File: config.mk
export PLATFORM = sky130hd
export DESIGN_NAME = memreq_arbiter
export DESIGN_NICKNAME = d
export VERILOG_FILES = /design/src/rtl/memreq_pkg.sv /design/src/rtl/memreq_overlap.sv /design/src/rtl/memreq_select.sv /design/src/rtl/memreq_arbiter.sv
export SDC_FILE = /design/constraint.sdc
export NUM_CORES = 1
export LEC_CHECK = 0
export CAP_MARGIN = 5
export CORE_MARGIN = 2
export CORE_UTILIZATION = 68
export CTS_CLUSTER_DIAMETER = 120
export DETAILED_ROUTE_END_ITERATION = 12
export DONT_BUFFER_PORTS = 1
export GPL_ROUTABILITY_DRIVEN = 0
export PLACE_DENSITY = 0.93
export SLEW_MARGIN = 20
export SYNTH_ARGS = -nofsm -noshare
export SYNTH_HDL_FRONTEND = slang
export SYNTH_SLANG_ARGS = --single-unit
File: constraint.sdc
create_clock -name clk -period 8.45 [get_ports clk]
set_input_delay 1.2675 -clock clk [delete_from_list [all_inputs] [get_ports clk]]
set_output_delay 1.2675 -clock clk [all_outputs]
set_load 0.02 [all_outputs]
File: src/rtl/memreq_pkg.sv
`timescale 1ns/1ps
package memreq_pkg;
    typedef enum logic [1:0] {
        SRC_NONE = 2'd0,
        SRC_MISS = 2'd1,
        SRC_WB   = 2'd2,
        SRC_PF   = 2'd3
    } src_t;

    typedef enum logic [1:0] {
        ST_IDLE  = 2'd0,
        ST_OFFER = 2'd1,
        ST_HOLD  = 2'd2
    } arb_st_t;
endpackage

File: src/rtl/memreq_overlap.sv
`timescale 1ns/1ps
module memreq_overlap #(
    parameter int AW  = 32,
    parameter int SZW = 8,
    parameter int LSH = 6
) (
    input  logic [AW-1:0]  a_addr,
    input  logic [SZW-1:0] a_size,
    input  logic [AW-1:0]  b_addr,
    input  logic [SZW-1:0] b_size,
    output logic           hit
);
    localparam int LW = AW - LSH;

    logic [AW-1:0] a_end, b_end;
    logic [LW-1:0] a_lo, a_hi, b_lo, b_hi;

    always_comb begin
        a_end = a_addr + AW'(a_size) - AW'(1);
        b_end = b_addr + AW'(b_size) - AW'(1);
        a_lo  = LW'(a_addr >> LSH);
        a_hi  = LW'(a_end  >> LSH);
        b_lo  = LW'(b_addr >> LSH);
        b_hi  = LW'(b_end  >> LSH);
        hit   = (a_lo <= b_hi) && (b_lo <= a_hi);
    end
endmodule

File: src/rtl/memreq_select.sv
`timescale 1ns/1ps
module memreq_select
    import memreq_pkg::*;
#(
    parameter int AW   = 32,
    parameter int SZW  = 8,
    parameter int IDXW = 3,
    parameter int OW   = 8,
    parameter int CNTW = 3,
    parameter int LSH  = 6
) (
    input  logic            miss_vld,
    input  logic [IDXW-1:0] miss_idx,
    input  logic [AW-1:0]   miss_addr,
    input  logic [SZW-1:0]  miss_size,
    input  logic            miss_full,
    input  logic            wb_vld,
    input  logic [IDXW-1:0] wb_idx,
    input  logic [AW-1:0]   wb_addr,
    input  logic [SZW-1:0]  wb_size,
    input  logic [OW-1:0]   wb_order,
    input  logic            wb_full,
    input  logic [CNTW-1:0] wb_busy,
    input  logic            mcand_vld,
    input  logic [IDXW-1:0] mcand_idx,
    input  logic [AW-1:0]   mcand_addr,
    input  logic [SZW-1:0]  mcand_size,
    input  logic [OW-1:0]   mcand_order,
    input  logic            wcand_vld,
    input  logic [IDXW-1:0] wcand_idx,
    input  logic [AW-1:0]   wcand_addr,
    input  logic [SZW-1:0]  wcand_size,
    input  logic            pf_vld,
    output src_t            pick_src,
    output logic [IDXW-1:0] pick_idx
);
    logic mc_hit;   // miss candidate vs write-back head
    logic wc_hit;   // write-back candidate vs miss head
    logic wr_favor;

    memreq_overlap #(.AW(AW), .SZW(SZW), .LSH(LSH)) u_mc_ovl (
        .a_addr (mcand_addr),
        .a_size (mcand_size),
        .b_addr (wb_addr),
        .b_size (wb_size),
        .hit    (mc_hit)
    );

    memreq_overlap #(.AW(AW), .SZW(SZW), .LSH(LSH)) u_wc_ovl (
        .a_addr (wcand_addr),
        .a_size (wcand_size),
        .b_addr (miss_addr),
        .b_size (miss_size),
        .hit    (wc_hit)
    );

    always_comb begin
        wr_favor = wb_full && (wb_busy == '0);
        pick_src = SRC_NONE;
        pick_idx = '0;
        if (miss_vld && wb_vld) begin
            if (wr_favor) begin
                if (mcand_vld && mc_hit && (mcand_order < wb_order)) begin
                    pick_src = SRC_MISS;
                    pick_idx = mcand_idx;
                end else begin
                    pick_src = SRC_WB;
                    pick_idx = wb_idx;
                end
            end else if (wcand_vld && wc_hit) begin
                pick_src = SRC_WB;
                pick_idx = wcand_idx;
            end else begin
                pick_src = SRC_MISS;
                pick_idx = miss_idx;
            end
        end else if (miss_vld) begin
            pick_src = SRC_MISS;
            pick_idx = miss_idx;
        end else if (wb_vld) begin
            pick_src = SRC_WB;
            pick_idx = wb_idx;
        end else if (pf_vld && !miss_full) begin
            pick_src = SRC_PF;
            pick_idx = '0;
        end
    end
endmodule

File: src/rtl/memreq_arbiter.sv
`timescale 1ns/1ps
module memreq_arbiter
    import memreq_pkg::*;
#(
    parameter int AW   = 32,
    parameter int SZW  = 8,
    parameter int IDXW = 3,
    parameter int OW   = 8,
    parameter int CNTW = 3,
    parameter int LSH  = 6
) (
    input  logic            clk,
    input  logic            rst_n,
    input  logic            rsp_pend,
    input  logic            miss_vld,
    input  logic [IDXW-1:0] miss_idx,
    input  logic [AW-1:0]   miss_addr,
    input  logic [SZW-1:0]  miss_size,
    input  logic            miss_full,
    input  logic            wb_vld,
    input  logic [IDXW-1:0] wb_idx,
    input  logic [AW-1:0]   wb_addr,
    input  logic [SZW-1:0]  wb_size,
    input  logic [OW-1:0]   wb_order,
    input  logic            wb_full,
    input  logic [CNTW-1:0] wb_busy,
    input  logic            mcand_vld,
    input  logic [IDXW-1:0] mcand_idx,
    input  logic [AW-1:0]   mcand_addr,
    input  logic [SZW-1:0]  mcand_size,
    input  logic [OW-1:0]   mcand_order,
    input  logic            wcand_vld,
    input  logic [IDXW-1:0] wcand_idx,
    input  logic [AW-1:0]   wcand_addr,
    input  logic [SZW-1:0]  wcand_size,
    input  logic            pf_vld,
    input  logic            bus_ack,
    input  logic            bus_nak,
    input  logic            bus_retry,
    output logic            gnt_vld,
    output logic [1:0]      gnt_src,
    output logic [IDXW-1:0] gnt_idx,
    output logic            svc_vld,
    output logic [1:0]      svc_src,
    output logic [IDXW-1:0] svc_idx
);
    src_t            pick_src;
    logic [IDXW-1:0] pick_idx;
    arb_st_t         state, nxt;
    logic            take;

    src_t            g_src_q;
    logic [IDXW-1:0] g_idx_q;
    logic            s_vld_q;
    src_t            s_src_q;
    logic [IDXW-1:0] s_idx_q;

    memreq_select #(
        .AW(AW), .SZW(SZW), .IDXW(IDXW), .OW(OW), .CNTW(CNTW), .LSH(LSH)
    ) u_sel (
        .miss_vld    (miss_vld),
        .miss_idx    (miss_idx),
        .miss_addr   (miss_addr),
        .miss_size   (miss_size),
        .miss_full   (miss_full),
        .wb_vld      (wb_vld),
        .wb_idx      (wb_idx),
        .wb_addr     (wb_addr),
        .wb_size     (wb_size),
        .wb_order    (wb_order),
        .wb_full     (wb_full),
        .wb_busy     (wb_busy),
        .mcand_vld   (mcand_vld),
        .mcand_idx   (mcand_idx),
        .mcand_addr  (mcand_addr),
        .mcand_size  (mcand_size),
        .mcand_order (mcand_order),
        .wcand_vld   (wcand_vld),
        .wcand_idx   (wcand_idx),
        .wcand_addr  (wcand_addr),
        .wcand_size  (wcand_size),
        .pf_vld      (pf_vld),
        .pick_src    (pick_src),
        .pick_idx    (pick_idx)
    );

    assign take = !rsp_pend && (pick_src != SRC_NONE);

    // next-state decision
    always_comb begin
        nxt = state;
        unique case (state)
            ST_IDLE:  if (take) nxt = ST_OFFER;
            ST_OFFER: begin
                if (bus_ack)      nxt = ST_IDLE;
                else if (bus_nak) nxt = ST_HOLD;
            end
            ST_HOLD:  if (bus_retry) nxt = ST_OFFER;
            default:  nxt = ST_IDLE;
        endcase
    end

    // state register
    always_ff @(posedge clk) begin
        if (!rst_n) state <= ST_IDLE;
        else        state <= nxt;
    end

    // output registers
    always_ff @(posedge clk) begin
        if (!rst_n) begin
            g_src_q <= SRC_NONE;
            g_idx_q <= '0;
            s_vld_q <= 1'b0;
            s_src_q <= SRC_NONE;
            s_idx_q <= '0;
        end else begin
            s_vld_q <= 1'b0;
            unique case (state)
                ST_IDLE: begin
                    if (take) begin
                        g_src_q <= pick_src;
                        g_idx_q <= pick_idx;
                    end
                end
                ST_OFFER: begin
                    if (bus_ack) begin
                        s_vld_q <= 1'b1;
                        s_src_q <= g_src_q;
                        s_idx_q <= g_idx_q;
                    end
                end
                ST_HOLD: ;
                default: ;
            endcase
        end
    end

    assign gnt_vld = (state == ST_OFFER);
    assign gnt_src = g_src_q;
    assign gnt_idx = g_idx_q;
    assign svc_vld = s_vld_q;
    assign svc_src = s_src_q;
    assign svc_idx = s_idx_q;


    grant_hold_chk: assert property (@(posedge clk) disable iff (!rst_n)
        gnt_vld && !bus_ack && !bus_nak |=> gnt_vld && $stable(gnt_src) && $stable(gnt_idx));


    nak_drop_chk: assert property (@(posedge clk) disable iff (!rst_n)
        gnt_vld && bus_nak && !bus_ack |=> !gnt_vld && !svc_vld && $stable(gnt_idx) && $stable(gnt_src));


    svc_after_ack_chk: assert property (@(posedge clk) disable iff (!rst_n)
        gnt_vld && bus_ack |=> svc_vld && !gnt_vld && svc_idx == $past(gnt_idx) && svc_src == $past(gnt_src));


    svc_cause_chk: assert property (@(posedge clk) disable iff (!rst_n)
        svc_vld |-> $past(gnt_vld && bus_ack));


    rsp_block_chk: assert property (@(posedge clk) disable iff (!rst_n)
        (state == ST_IDLE) && rsp_pend |=> !gnt_vld);


    pf_gate_chk: assert property (@(posedge clk) disable iff (!rst_n)
        gnt_vld && $past(state == ST_IDLE) && gnt_src == SRC_PF |-> $past(!miss_full && !miss_vld && !wb_vld));
endmodule

# [Word-level counts from Yosys, hierarchy flattened]
# Index checks and enable logic that the tools add are counted.
# W data, S select, Z words.
[op_classes] eq_ne=5 reduce_logical=18 add_sub_neg=8 muxes=19 n_lt_le_gt_ge=5
[ops] op="$add A32 B8 Y32" count=4
[ops] op="$sub A32 B1 Y32 const B" count=4
[ops] op="$le A26 B26 Y1" count=4
[ops] op="$mux W2" count=11
[ops] op="$mux W3" count=6
[ops] op="$logic_and A1 B1 Y1" count=9
[ops] op="$lt A8 B8 Y1" count=1
[ops] op="$pmux W2 S3" count=1
[ops] op="$reduce_and A2 Y1" count=3
[ops] op="$ne A2 B2 Y1 const B" count=2
[ops] op="$logic_not A3 Y1" count=1
[ops] op="$ne A3 B3 Y1 const B" count=1
[ops] op="$reduce_and A3 Y1" count=1
[ops] op="$eq A2 B1 Y1 const B" count=1
[ops] op="$eq A2 B2 Y1 const B" count=1
[ops] op="$logic_not A1 Y1" count=2
[ops] op="$logic_not A2 Y1" count=1
[ops] op="$reduce_bool A2 Y1" count=1
[ops] op="$mux W1" count=1
[totals] ff_bits=13 inputBits=204 elab_cells=61 out_inout_bits=12

# [Depth between registers and ports, before layout]
[logic_depth] word_depth=13 depth_mapped=23

# [Cells and area by module]
# From an unflattened synthesis, not the netlist that was laid out.
[hier_totals] hier_cells=1371 hier_area_um2=9825.7
[by_module_without_submodules] mod="memreq_overlap at u_sel.u_mc_ovl" area_each_um2=4496.8 seq_area_each_um2=0.0 cells_per_inst=641 n_inst=1
[by_module_without_submodules] mod="memreq_overlap at u_sel.u_wc_ovl" area_each_um2=4315.4 seq_area_each_um2=0.0 cells_per_inst=612 n_inst=1
[by_module_without_submodules] mod="memreq_arbiter" area_each_um2=526.8 seq_area_each_um2=260.2 cells_per_inst=52 n_inst=1
[by_module_without_submodules] mod="memreq_select" area_each_um2=486.7 seq_area_each_um2=0.0 cells_per_inst=66 n_inst=1

# [Worst setup path before layout]
# No wires, ideal clock.
[synth_path] kind="input port to flip-flop" start="input port mcand_addr[7]" end="register g_idx_q[0] (netlist: gnt_idx[0])" cell_stages=23 slack_ps=2947 path_buffers=0 arrival_time_ps=5443 path_cell_list="inv_1 > ha_1 > inv_1 > ha_1 > and3_1 > a221o_1 > a211oi_2 > o21a_2 > o21ai_2 > a31oi_2 > o211ai_1 > a21oi_1 > xor2_1 > ha_1 > a21oi_1 > nand2_1 > a22o_1 > nor4_1 > a32o_1 > nand4_2 > mux2i_1 > a2111oi_0 > a22o_1"
[synth_via] elab_chain_len=12 word_cells_on_any_way=16
[synth_rtl] item="start: declaration" line_no="memreq_arbiter.sv:29" text="input logic [AW-1:0] mcand_addr,"
[synth_rtl] item="$add A32 B8 Y32" line_no="memreq_overlap.sv:19" text="a_end = a_addr + AW'(a_size) - AW'(1);"
[synth_rtl] item="$sub A32 B1 Y32" line_no="memreq_overlap.sv:19"
[synth_rtl] item="$le A26 B26 Y1" line_no="memreq_overlap.sv:25" text="hit = (a_lo <= b_hi) && (b_lo <= a_hi);"
[synth_rtl] item="$logic_and A1 B1 Y1 *" line_no="memreq_overlap.sv:25"
[synth_rtl] item="$logic_and A1 B1 Y1 * (2 in a row)" line_no="memreq_select.sv:63" text="if (mcand_vld && mc_hit && (mcand_order < wb_order)) begin"
[synth_rtl] item="$mux W2" line_no="memreq_select.sv:63"
[synth_rtl] item="$mux W2" line_no="memreq_select.sv:62" text="if (wr_favor) begin"
[synth_rtl] item="$mux W2" line_no="memreq_select.sv:61" text="if (miss_vld && wb_vld) begin"
[synth_rtl] item="$reduce_bool A2 Y1" line_no="memreq_arbiter.sv:87" text="assign take = !rsp_pend && (pick_src != SRC_NONE);"
[synth_rtl] item="$logic_and A1 B1 Y1" line_no="memreq_arbiter.sv:87"
[synth_rtl] item="$reduce_and A2 Y1 (no line)"
[synth_rtl] item="end signal: assignment" line_no="memreq_arbiter.sv:123" text="g_idx_q <= pick_idx;"
[synth_rtl] item="end: declaration" line_no="memreq_arbiter.sv:53" text="logic [IDXW-1:0] g_idx_q;"
# Mark *: on every way between the ends. The rest lies on a longest branch, timed or not.
# A chain may end at the register's enable or synchronous reset.

# [Worst setup path after layout]
[layout_path] start="input port mcand_addr[7]" end="register g_idx_q[1] (netlist: gnt_idx[1])"
# Same word-level chain as after synthesis.

==> metrics <==
total grt overflow 0; cell count after synthesis 1264; Num CTS Buffers 3; WL final 23200 um; die height 120 um; P_int 0.479 mW; sw frac 0.494; unrepaired setup endpoints after global routing no; CP endpoint kind flop; Setup Skew 0.00313 ns; die width 120 um; DRT iter0 DRCs 531; Netlist cell types 86; DR DRC count 0; clock power share 0.095; critical-path maximum fanout 4; period utilisation layout 0.696; wire per inst 16.1 um; dpl ws 2.38 ns; clk slew on worst S/H paths 0.05 ns; crit start category primary input; Setup Fix Bufs, Post-CTS 0; pwr dens 100 nW/um^2; Most Crowded Layer GR met2; Reg2Reg Setup Slack 6.49 ns; clock buffer depth 2; grt met3 use 0.0494; Max Clock Freq 170 MHz; Psw 0.468 mW; fin. max-slew vios 0; IO buf count 0; Core Region 13200 sq um; crit path DAT 6.06 ns; worst reg2reg startpoint state[0]; Worst slew margin 0.354; quantity of gates resized following cts 0; Ports 216; max cap viols 0; Final Hold Vio Count 0; via/cell ratio 6.28; CTS Root Cell clkbuf_16; fin worst setup slack 2.57 ns; static leakage 5.18 nW; hold path depth 2; number of cell rows 42; ANT nets after route 0; Post-synth top flop dfxtp_1; type of the worst min-delay path reg -> reg; number of flops mapped to enable cells by yosys 0; outcome completed; met2 Use GR 0.570; first-pass GRT wire length 38000 um; Critical Path RT 8.63 ns; Hold Buf Count CTS 0; Starting Density 0.694; fin crit period 5.88 ns; VDD IR-drop max 80.6 uV; initial antenna violation count 0; YS warnings 0; commonest cells after routing, fill and taps aside ha_1 (255), inv_1 (233), a21oi_1 (100); DP HPWL 20400 um; commonest non-fill, non-tap cell in the layout ha_1; final-report setup violation count 0; Tot Pwr 0.947 mW; via count 9042; Overall Global Routing Usage 0.310; TritonRoute pass-1 iters 5; r2r endpoint svc_idx[1]; post-layout net count 1723; met1 global-route usage 0.359; vias in the first global route 8855; Worst Setup Path Type in -> reg; min-delay src svc_src[0]; worst slew pin tran 0.967 ns; Synthesized Nets 1723; H-tree depth 1; design area 9430 sq um; Comb pwr share 0.831; register area share after synthesis 0.0284; syn_area_per_cell 7.24 sq um; FF+latch count, synth 13; pin count of the biggest net entering global routing 12; setup tns final 0 ns; Layout Utilization 0.715; fraction of layout cells with a size suffix above 1 0.0333; Die ar. 14400 sq um; CTS tree done; clock tree sinks 13; P&R area growth vs syn 3.06%; Reg power frac 0.075; Post-synth ARST share 0; dpl cell area 9350 sq um; area of the mapped netlist 9150 sq um; Hold EP svc_src[0]; R2R cell count 4; antenna cells 0; clock latency on the worst-skew pair 0.24 ns
final cells by class:
cell class / instances / area, sq um
Multi-Input combinational cell: 1013 / 8000
Fill cell: 1034 / 3760
Inverter: 233 / 875
Sequential cell: 13 / 260
Tap cell: 176 / 220
Clock buffer: 4 / 78.8
cells in the mapped netlist, types with 9 or more instances:
cell        n  area share
ha_1      255        0.35
inv_1     233       0.096
a21oi_1   100       0.055
nor2_1     83       0.034
nand2_1    74       0.030
a21o_1     56       0.046
xor2_1     55       0.053
o21ai_0    49       0.027
xnor2_1    40       0.038
nand3_1    32       0.018
nand4_1    23       0.016
nor2b_1    20       0.014
nor3_1     20       0.011
o21a_1     16       0.013
dfxtp_1    13       0.028
and3_1     11      0.0075
o31ai_1    11      0.0090
nand2b_1   10      0.0068
a211oi_1    9      0.0074
or2_2       9      0.0062
state kept, by name, summed over array words and instances, names as in the netlist:
signal,cells
gnt_idx,3
gnt_src,2
state,2
svc_idx,3
svc_src,2
svc_vld,1
metal layers:
| metal | part of all wire | vias up |
|---|---|---|
| met5 | 0 | - |
| met4 | 0.039 | 0 |
| met3 | 0.078 | 70 |
| met2 | 0.48 | 350 |
| li1 | - | 4480 |
| met1 | 0.41 | 4142 |
critical path, stage by stage:
cell	delay, ns
inv_1	0.02
ha_1	0.26
inv_1	0.04
ha_1	0.31
and3_1	0.22
a221o_1	0.35
a211oi_2	0.22
o21a_2	0.25
o21ai_2	0.10
a31oi_2	0.29
o21ai_1	0.13
o41ai_2	0.31
xnor2_1	0.12
ha_1	0.30
nand4_1	0.15
nor3_1	0.36
o311ai_0	0.20
a32o_1	0.26
nand4_2	0.17
mux2i_1	0.11
a2111oi_0	0.42
a22o_1	0.18
cell families (layout without fill, tap and decap cells):
group	Yosys count	count (layout)	share of synthesized area
muxes	8	8	0.00875
buffers and inverters	238	237	0.0976
DFF	13	13	0.0284
AOI/OAI and AO/OA	337	337	0.253
adders and majority gates	255	255	0.349
xor gates and xnor gates	95	95	0.0909
and+or+nand+nor	318	318	0.173
metrics by stage:
| stage | instances | hold slack [ns] |
|---|---|---|
| after global routing | 1439 | 0.584 |
| after global placement | 1435 | 0.552 |
| after CTS | 1439 | 0.565 |
| final | 1439 | 0.562 |
| after detailed placement | 1435 | 0.560 |
| after floorplan | 1264 | 0.541 |
how the worst max path moves through the flow:
stage                            end  slack, ns           from  depth (start not counted)
after detailed placement  gnt_idx[1]       2.38  mcand_addr[7]                         22
after floorplan           gnt_idx[0]       2.95  mcand_addr[7]                         23
final                     gnt_idx[1]       2.57  mcand_addr[7]                         22
after global placement    gnt_idx[1]       2.52  mcand_addr[6]                         23
after CTS                 gnt_idx[1]       2.60  mcand_addr[7]                         22
after global routing      gnt_idx[1]       2.15  mcand_addr[7]                         22
power by group through the flow:
stage / registers, mW / logic, mW / clock network, mW
final: 0.0706 / 0.786 / 0.0898
after global routing: 0.0709 / 0.890 / 0.0935
after CTS: 0.0705 / 0.778 / 0.0890
after detailed placement: 0.0715 / 0.770 / 0
after global placement: 0.0715 / 0.734 / 0
after floorplan: 0.0704 / 0.621 / 0
(Power assumes the default switching activity.)
